**src/rtl/sdram_cke_pkg.sv**
```systemverilog
package sdram_cke_pkg;

  typedef enum logic [1:0] {
    ST_NORMAL = 2'b00,
    ST_PPD    = 2'b01,
    ST_APD    = 2'b10,
    ST_SUSP   = 2'b11
  } pwr_state_e;

  typedef struct packed {
    logic idle;   // deselect or NOP
    logic real_c; // any other command
  } cmd_class_t;

  function automatic logic is_pd(pwr_state_e s);
    return (s == ST_PPD) || (s == ST_APD);
  endfunction

endpackage

```
**src/rtl/cke_cmd_decode.sv**
```systemverilog
module cke_cmd_decode
  import sdram_cke_pkg::*;
(
  input  logic       cs_n,
  input  logic       ras_n,
  input  logic       cas_n,
  input  logic       we_n,
  output cmd_class_t cls
);
  logic deselect;
  logic nop;

  always_comb begin
    deselect   = cs_n;
    nop        = !cs_n && ras_n && cas_n && we_n;
    cls.idle   = deselect || nop;
    cls.real_c = !(deselect || nop);
  end
endmodule

```
**src/rtl/cke_state_fsm.sv**
```systemverilog
module cke_state_fsm
  import sdram_cke_pkg::*;
#(
  parameter int NUM_BANKS = 4
) (
  input  logic                 clk,
  input  logic                 rst_n,
  input  logic                 cke,
  input  cmd_class_t           cls,
  input  logic [NUM_BANKS-1:0] row_open,
  input  logic                 burst_busy,
  output pwr_state_e           state_q,
  output pwr_state_e           state_d,
  output logic                 illegal_q
);
  logic any_open;
  logic illegal_d;

  assign any_open = |row_open;

  always_comb begin
    state_d   = state_q;
    illegal_d = 1'b0;
    unique case (state_q)
      ST_NORMAL: begin
        if (!cke) begin
          if (burst_busy) begin
            state_d = ST_SUSP;
          end else if (cls.idle) begin
            state_d = any_open ? ST_APD : ST_PPD;
          end else begin
            illegal_d = 1'b1;
          end
        end
      end
      ST_PPD, ST_APD: begin
        if (cke && cls.idle) state_d = ST_NORMAL;
      end
      ST_SUSP: begin
        if (cke) state_d = ST_NORMAL;
      end
      default: state_d = ST_NORMAL;
    endcase
  end

  always_ff @(posedge clk) begin
    if (!rst_n) begin
      state_q   <= ST_NORMAL;
      illegal_q <= 1'b0;
    end else begin
      state_q   <= state_d;
      illegal_q <= illegal_d;
    end
  end
endmodule

```
**src/rtl/cke_pd_timer.sv**
```systemverilog
module cke_pd_timer #(
  parameter int PD_LIMIT = 8533333
) (
  input  logic clk,
  input  logic rst_n,
  input  logic pd_now,
  input  logic pd_next,
  output logic viol
);
  localparam int CNT_W = $clog2(PD_LIMIT + 2);
  localparam logic [CNT_W-1:0] SAT = CNT_W'(PD_LIMIT + 1);
  localparam logic [CNT_W-1:0] LIM = CNT_W'(PD_LIMIT);

  logic [CNT_W-1:0] cnt_q;

  always_ff @(posedge clk) begin
    if (!rst_n) begin
      cnt_q <= '0;
    end else if (!pd_next) begin
      cnt_q <= '0;
    end else if (pd_now && cnt_q != SAT) begin
      cnt_q <= cnt_q + 1'b1;
    end
  end

  assign viol = pd_now && (cnt_q > LIM);
endmodule

```
**src/rtl/sdram_cke_ctrl.sv**
```systemverilog
module sdram_cke_ctrl
  import sdram_cke_pkg::*;
#(
  parameter int NUM_BANKS = 4,
  parameter int PD_LIMIT  = 8533333
) (
  input  logic                 clk,
  input  logic                 rst_n,
  input  logic                 cke_i,
  input  logic                 cs_n_i,
  input  logic                 ras_n_i,
  input  logic                 cas_n_i,
  input  logic                 we_n_i,
  input  logic [NUM_BANKS-1:0] row_open_i,
  input  logic                 burst_busy_i,
  output logic                 clk_en_o,
  output logic                 burst_adv_o,
  output logic                 inbuf_en_o,
  output logic                 dq_hold_o,
  output logic                 cmd_fire_o,
  output logic [1:0]           pwr_state_o,
  output logic                 illegal_entry_o,
  output logic                 refresh_viol_o
);
  cmd_class_t cls;
  pwr_state_e state_q;
  pwr_state_e state_d;

  cke_cmd_decode u_dec (
    .cs_n  (cs_n_i),
    .ras_n (ras_n_i),
    .cas_n (cas_n_i),
    .we_n  (we_n_i),
    .cls   (cls)
  );

  cke_state_fsm #(.NUM_BANKS(NUM_BANKS)) u_fsm (
    .clk        (clk),
    .rst_n      (rst_n),
    .cke        (cke_i),
    .cls        (cls),
    .row_open   (row_open_i),
    .burst_busy (burst_busy_i),
    .state_q    (state_q),
    .state_d    (state_d),
    .illegal_q  (illegal_entry_o)
  );

  cke_pd_timer #(.PD_LIMIT(PD_LIMIT)) u_tmr (
    .clk     (clk),
    .rst_n   (rst_n),
    .pd_now  (is_pd(state_q)),
    .pd_next (is_pd(state_d)),
    .viol    (refresh_viol_o)
  );

  always_comb begin
    clk_en_o    = (state_q == ST_NORMAL);
    inbuf_en_o  = !is_pd(state_q);
    dq_hold_o   = (state_q == ST_SUSP);
    burst_adv_o = clk_en_o && burst_busy_i;
    cmd_fire_o  = clk_en_o && cls.real_c;
    pwr_state_o = state_q;
  end
endmodule

```
**config.mk**
```make
export PLATFORM = sky130hd
export DESIGN_NAME = sdram_cke_ctrl
export DESIGN_NICKNAME = d
export VERILOG_FILES = /design/src/rtl/sdram_cke_pkg.sv /design/src/rtl/cke_cmd_decode.sv /design/src/rtl/cke_state_fsm.sv /design/src/rtl/cke_pd_timer.sv /design/src/rtl/sdram_cke_ctrl.sv
export SDC_FILE = /design/constraint.sdc
export NUM_CORES = 1
export LEC_CHECK = 0
export ABC_AREA = 1
export CORE_ASPECT_RATIO = 1.5
export CORE_MARGIN = 2
export CORE_UTILIZATION = 35
export CTS_CLUSTER_SIZE = 20
export DETAILED_ROUTE_END_ITERATION = 8
export PLACE_DENSITY_LB_ADDON = 0.2
export SETUP_SLACK_MARGIN = 0.15
export SLEW_MARGIN = 30
export SYNTH_ARGS = -nofsm -noshare
export SYNTH_HDL_FRONTEND = slang
export SYNTH_HIERARCHICAL = 1
export SYNTH_SLANG_ARGS = --single-unit
```
**constraint.sdc**
```tcl
create_clock -name clk -period 2.26 [get_ports clk]
set_input_delay 0.339 -clock clk [delete_from_list [all_inputs] [get_ports clk]]
set_output_delay 0.339 -clock clk [all_outputs]
set_load 0.01 [all_outputs]
```
==> impl_metrics.json <==
{
  "place_ws_ps": 123,
  "cts-root-buf": "clkbuf_8",
  "ant_nets": 0,
  "min_period_over_period": 0.881,
  "cts_tree": "built",
  "crit_buf_inv": 3,
  "wirelength_um": 5130,
  "viasPerCell": 4.82,
  "grt-ovfl-total": 0,
  "crit_arrival_ps": 1650,
  "cp_data_required_time_ps": 1920,
  "setup_viol": 0,
  "grt_pass1_vias": 1928,
  "peakVddDrop_v": 0.000220,
  "syn_inst": 322,
  "hold_viol": 0,
  "tns_ps": 0,
  "drtIter0Drc": 87,
  "synth-edff-count": 0,
  "tightest_slew_ps": 335,
  "worst_path_most_repeated_cell": "inv_1",
  "max_cap_viol_count": 0,
  "area_delta_synth_final_pct": 19.5,
  "crit_path_top_delay_cell": "clkdlybuf4s50_1",
  "fin_worst_skew_ps": 5.26,
  "power.density_mw_per_mm2": 427,
  "clock_path_buffers": 2,
  "diodes": 0,
  "setup_ws_ps": 270,
  "worstHoldPathType": "reg -> reg",
  "path_class": "reg -> out",
  "ys_ff_latch": 27,
  "slowest_delay_ps": 530,
  "rows": 34,
  "crit_fanout": 6,
  "place_congestion": 0.907,
  "drc": 0,
  "grt_start_max_net_pins": 18,
  "cts_setup_buffers": 0,
  "synth_flop_cell": "dfxtp_1",
  "path_cells": "inv_1 > ha_1 > inv_1 > clkdlybuf4s50_1",
  "synthTopCellsByArea": "dfxtp_1 (26%), nand2_1 (17%), nor2_1 (7.8%)",
  "slew_headroom": 0.776,
  "placed_area_mm2": 0.00240,
  "startpoint_type": "flip-flop",
  "cts_sinks": 27,
  "yosys.cell_count.top_type": "nand2_1",
  "synth_nets": 343,
  "stdcell_area_mm2": 0.00246,
  "synth_cell_types": 35,
  "die_y_um": 98.0,
  "htreeDepth": 1,
  "io_buffers": 20,
  "die_area_mm2": 0.00653,
  "dp_hpwl_um": 4060,
  "antenna_found_initial": 0,
  "nets": 375,
  "synth.avg_cell_area_um2": 6.40,
  "synth_top_cell_area_share": 0.262,
  "cts.clk_slew.worst_paths_ps": 100,
  "firstDrtPassIters": 4,
  "critPathTopFamily": "buffers and inverters",
  "fin_crit_ps": 1990,
  "leakagePower_nw": 0.936,
  "fmax_mhz": 502,
  "die_w_um": 66.7,
  "start_util": 0.359,
  "post-route-util": 0.429,
  "reg2reg_slack_ps": 380,
  "grt_pass1_wl_um": 8720,
  "end_kind": "primary output",
  "status": "completed",
  "synth_common_cells": "nand2_1 (91), nor2_1 (43), inv_1 (39)",
  "ys_seq_area_frac": 0.262,
  "worstSkewPairLatency_ps": 280,
  "drive_gt1_frac": 0.147,
  "num_vias": 2049,
  "cts_buffers": 3,
  "synth-async-reset-ratio": 0,
  "synth_area_mm2": 0.00206,
  "slew_viol_final": 0,
  "synth_top_area_cell": "dfxtp_1",
  "rsz0062_at_grt": "no",
  "ys_warn_count": 6,
  "avgRoutedWirePerCell_um": 12.1,
  "coreArea_mm2": 0.00574,
  "ioPinCount": 21,
  "grt.total_usage": 0.170
}
## worst reg2reg max path: stages, from the launching register on
cell	delay [ps]
dfxtp_4	390
inv_1	80
ha_1	290
or2_2	290
nand4_1	130
nand2_1	90
inv_1	50
nand2_1	40
nand2_1	50
nand2_1	70
buf_4	200
a21oi_1	130
## state kept, by name, summed over array words and instances, names as in the netlist
name,count
u_tmr/cnt_q,24
u_fsm/state_q,2
u_fsm/illegal_q,1
## layout by cell type, fill, tap and decap left out, drive strengths merged, types with 5 or more instances in the layout
cell	netlist	layout
nor2	50	50
xor2	7	7
nor3	5	5
o21ai	5	5
nand2	96	96
dfxtp	27	27
ha	9	9
clkdlybuf4s50	0	19
buf	7	16
nand3	19	19
xnor2	6	6
inv	42	42
nand4	14	14
a21oi	23	23
## final cells by class
cell class	instances	area, um2
Tap cell	72	90.1
Multi-Input combinational cell	244	1310
Clock buffer	4	45.0
Inverter	43	161
Sequential cell	27	553
Timing Repair Buffer	35	308
Fill cell	639	3280
## per-stage QoR
| step | std cells | power, mW | hold WS, ps |
|---|---|---|---|
| floorplan | 322 | 0.678 | 481 |
| global route | 425 | 1.12 | 536 |
| finish | 425 | 1.05 | 505 |
| global placement | 421 | 0.776 | 503 |
| detailed placement | 421 | 0.775 | 509 |
| CTS | 425 | 1.07 | 524 |
## logic make-up (layout without fill, tap and decap cells)
kind of cell             count (synthesis)  in the layout  share of synthesized area
buffers and inverters                   51             82                      0.109
XOR/XNOR                                13             13                     0.0553
adder cells (fa/ha/maj)                  9              9                     0.0546
flip-flops                              27             27                      0.262
AO/OA/AOI/OAI                           31             31                     0.0826
AND/OR/NAND/NOR                        191            191                      0.437
## path summary, 6_finish.rpt
kind | start | end | depth (start not counted)
worst max register to register | u_fsm/state_q[1] | u_tmr/cnt_q[12] | 11
worst min-delay path | u_tmr/cnt_q[13] | u_tmr/cnt_q[13] | 2
worst max-delay path | u_fsm/state_q[0] | inbuf_en_o | 4
worst min register to register | u_tmr/cnt_q[13] | u_tmr/cnt_q[13] | 2
## per-layer routing
| metal | vias up | wire length (um) | GRT usage |
|---|---|---|---|
| met3 | 13 | 103 | 0.0173 |
| met5 | - | 0 | 0 |
| met2 | 31 | 2730 | 0.311 |
| li1 | 1081 | - | - |
| met1 | 924 | 2160 | 0.194 |
| met4 | 0 | 145 | 0.0706 |
## power by group
part           total, mW  switching, mW  internal, mW
combinational      0.269          0.163         0.106
sequential         0.494        0.00930         0.484
clock              0.289          0.162         0.127
## repair_timing
action	in CTS	in global routing
setup endpoints to repair	2	25
resized for setup	5	12
hold buffers	0	0
(Power assumes the default switching activity.)
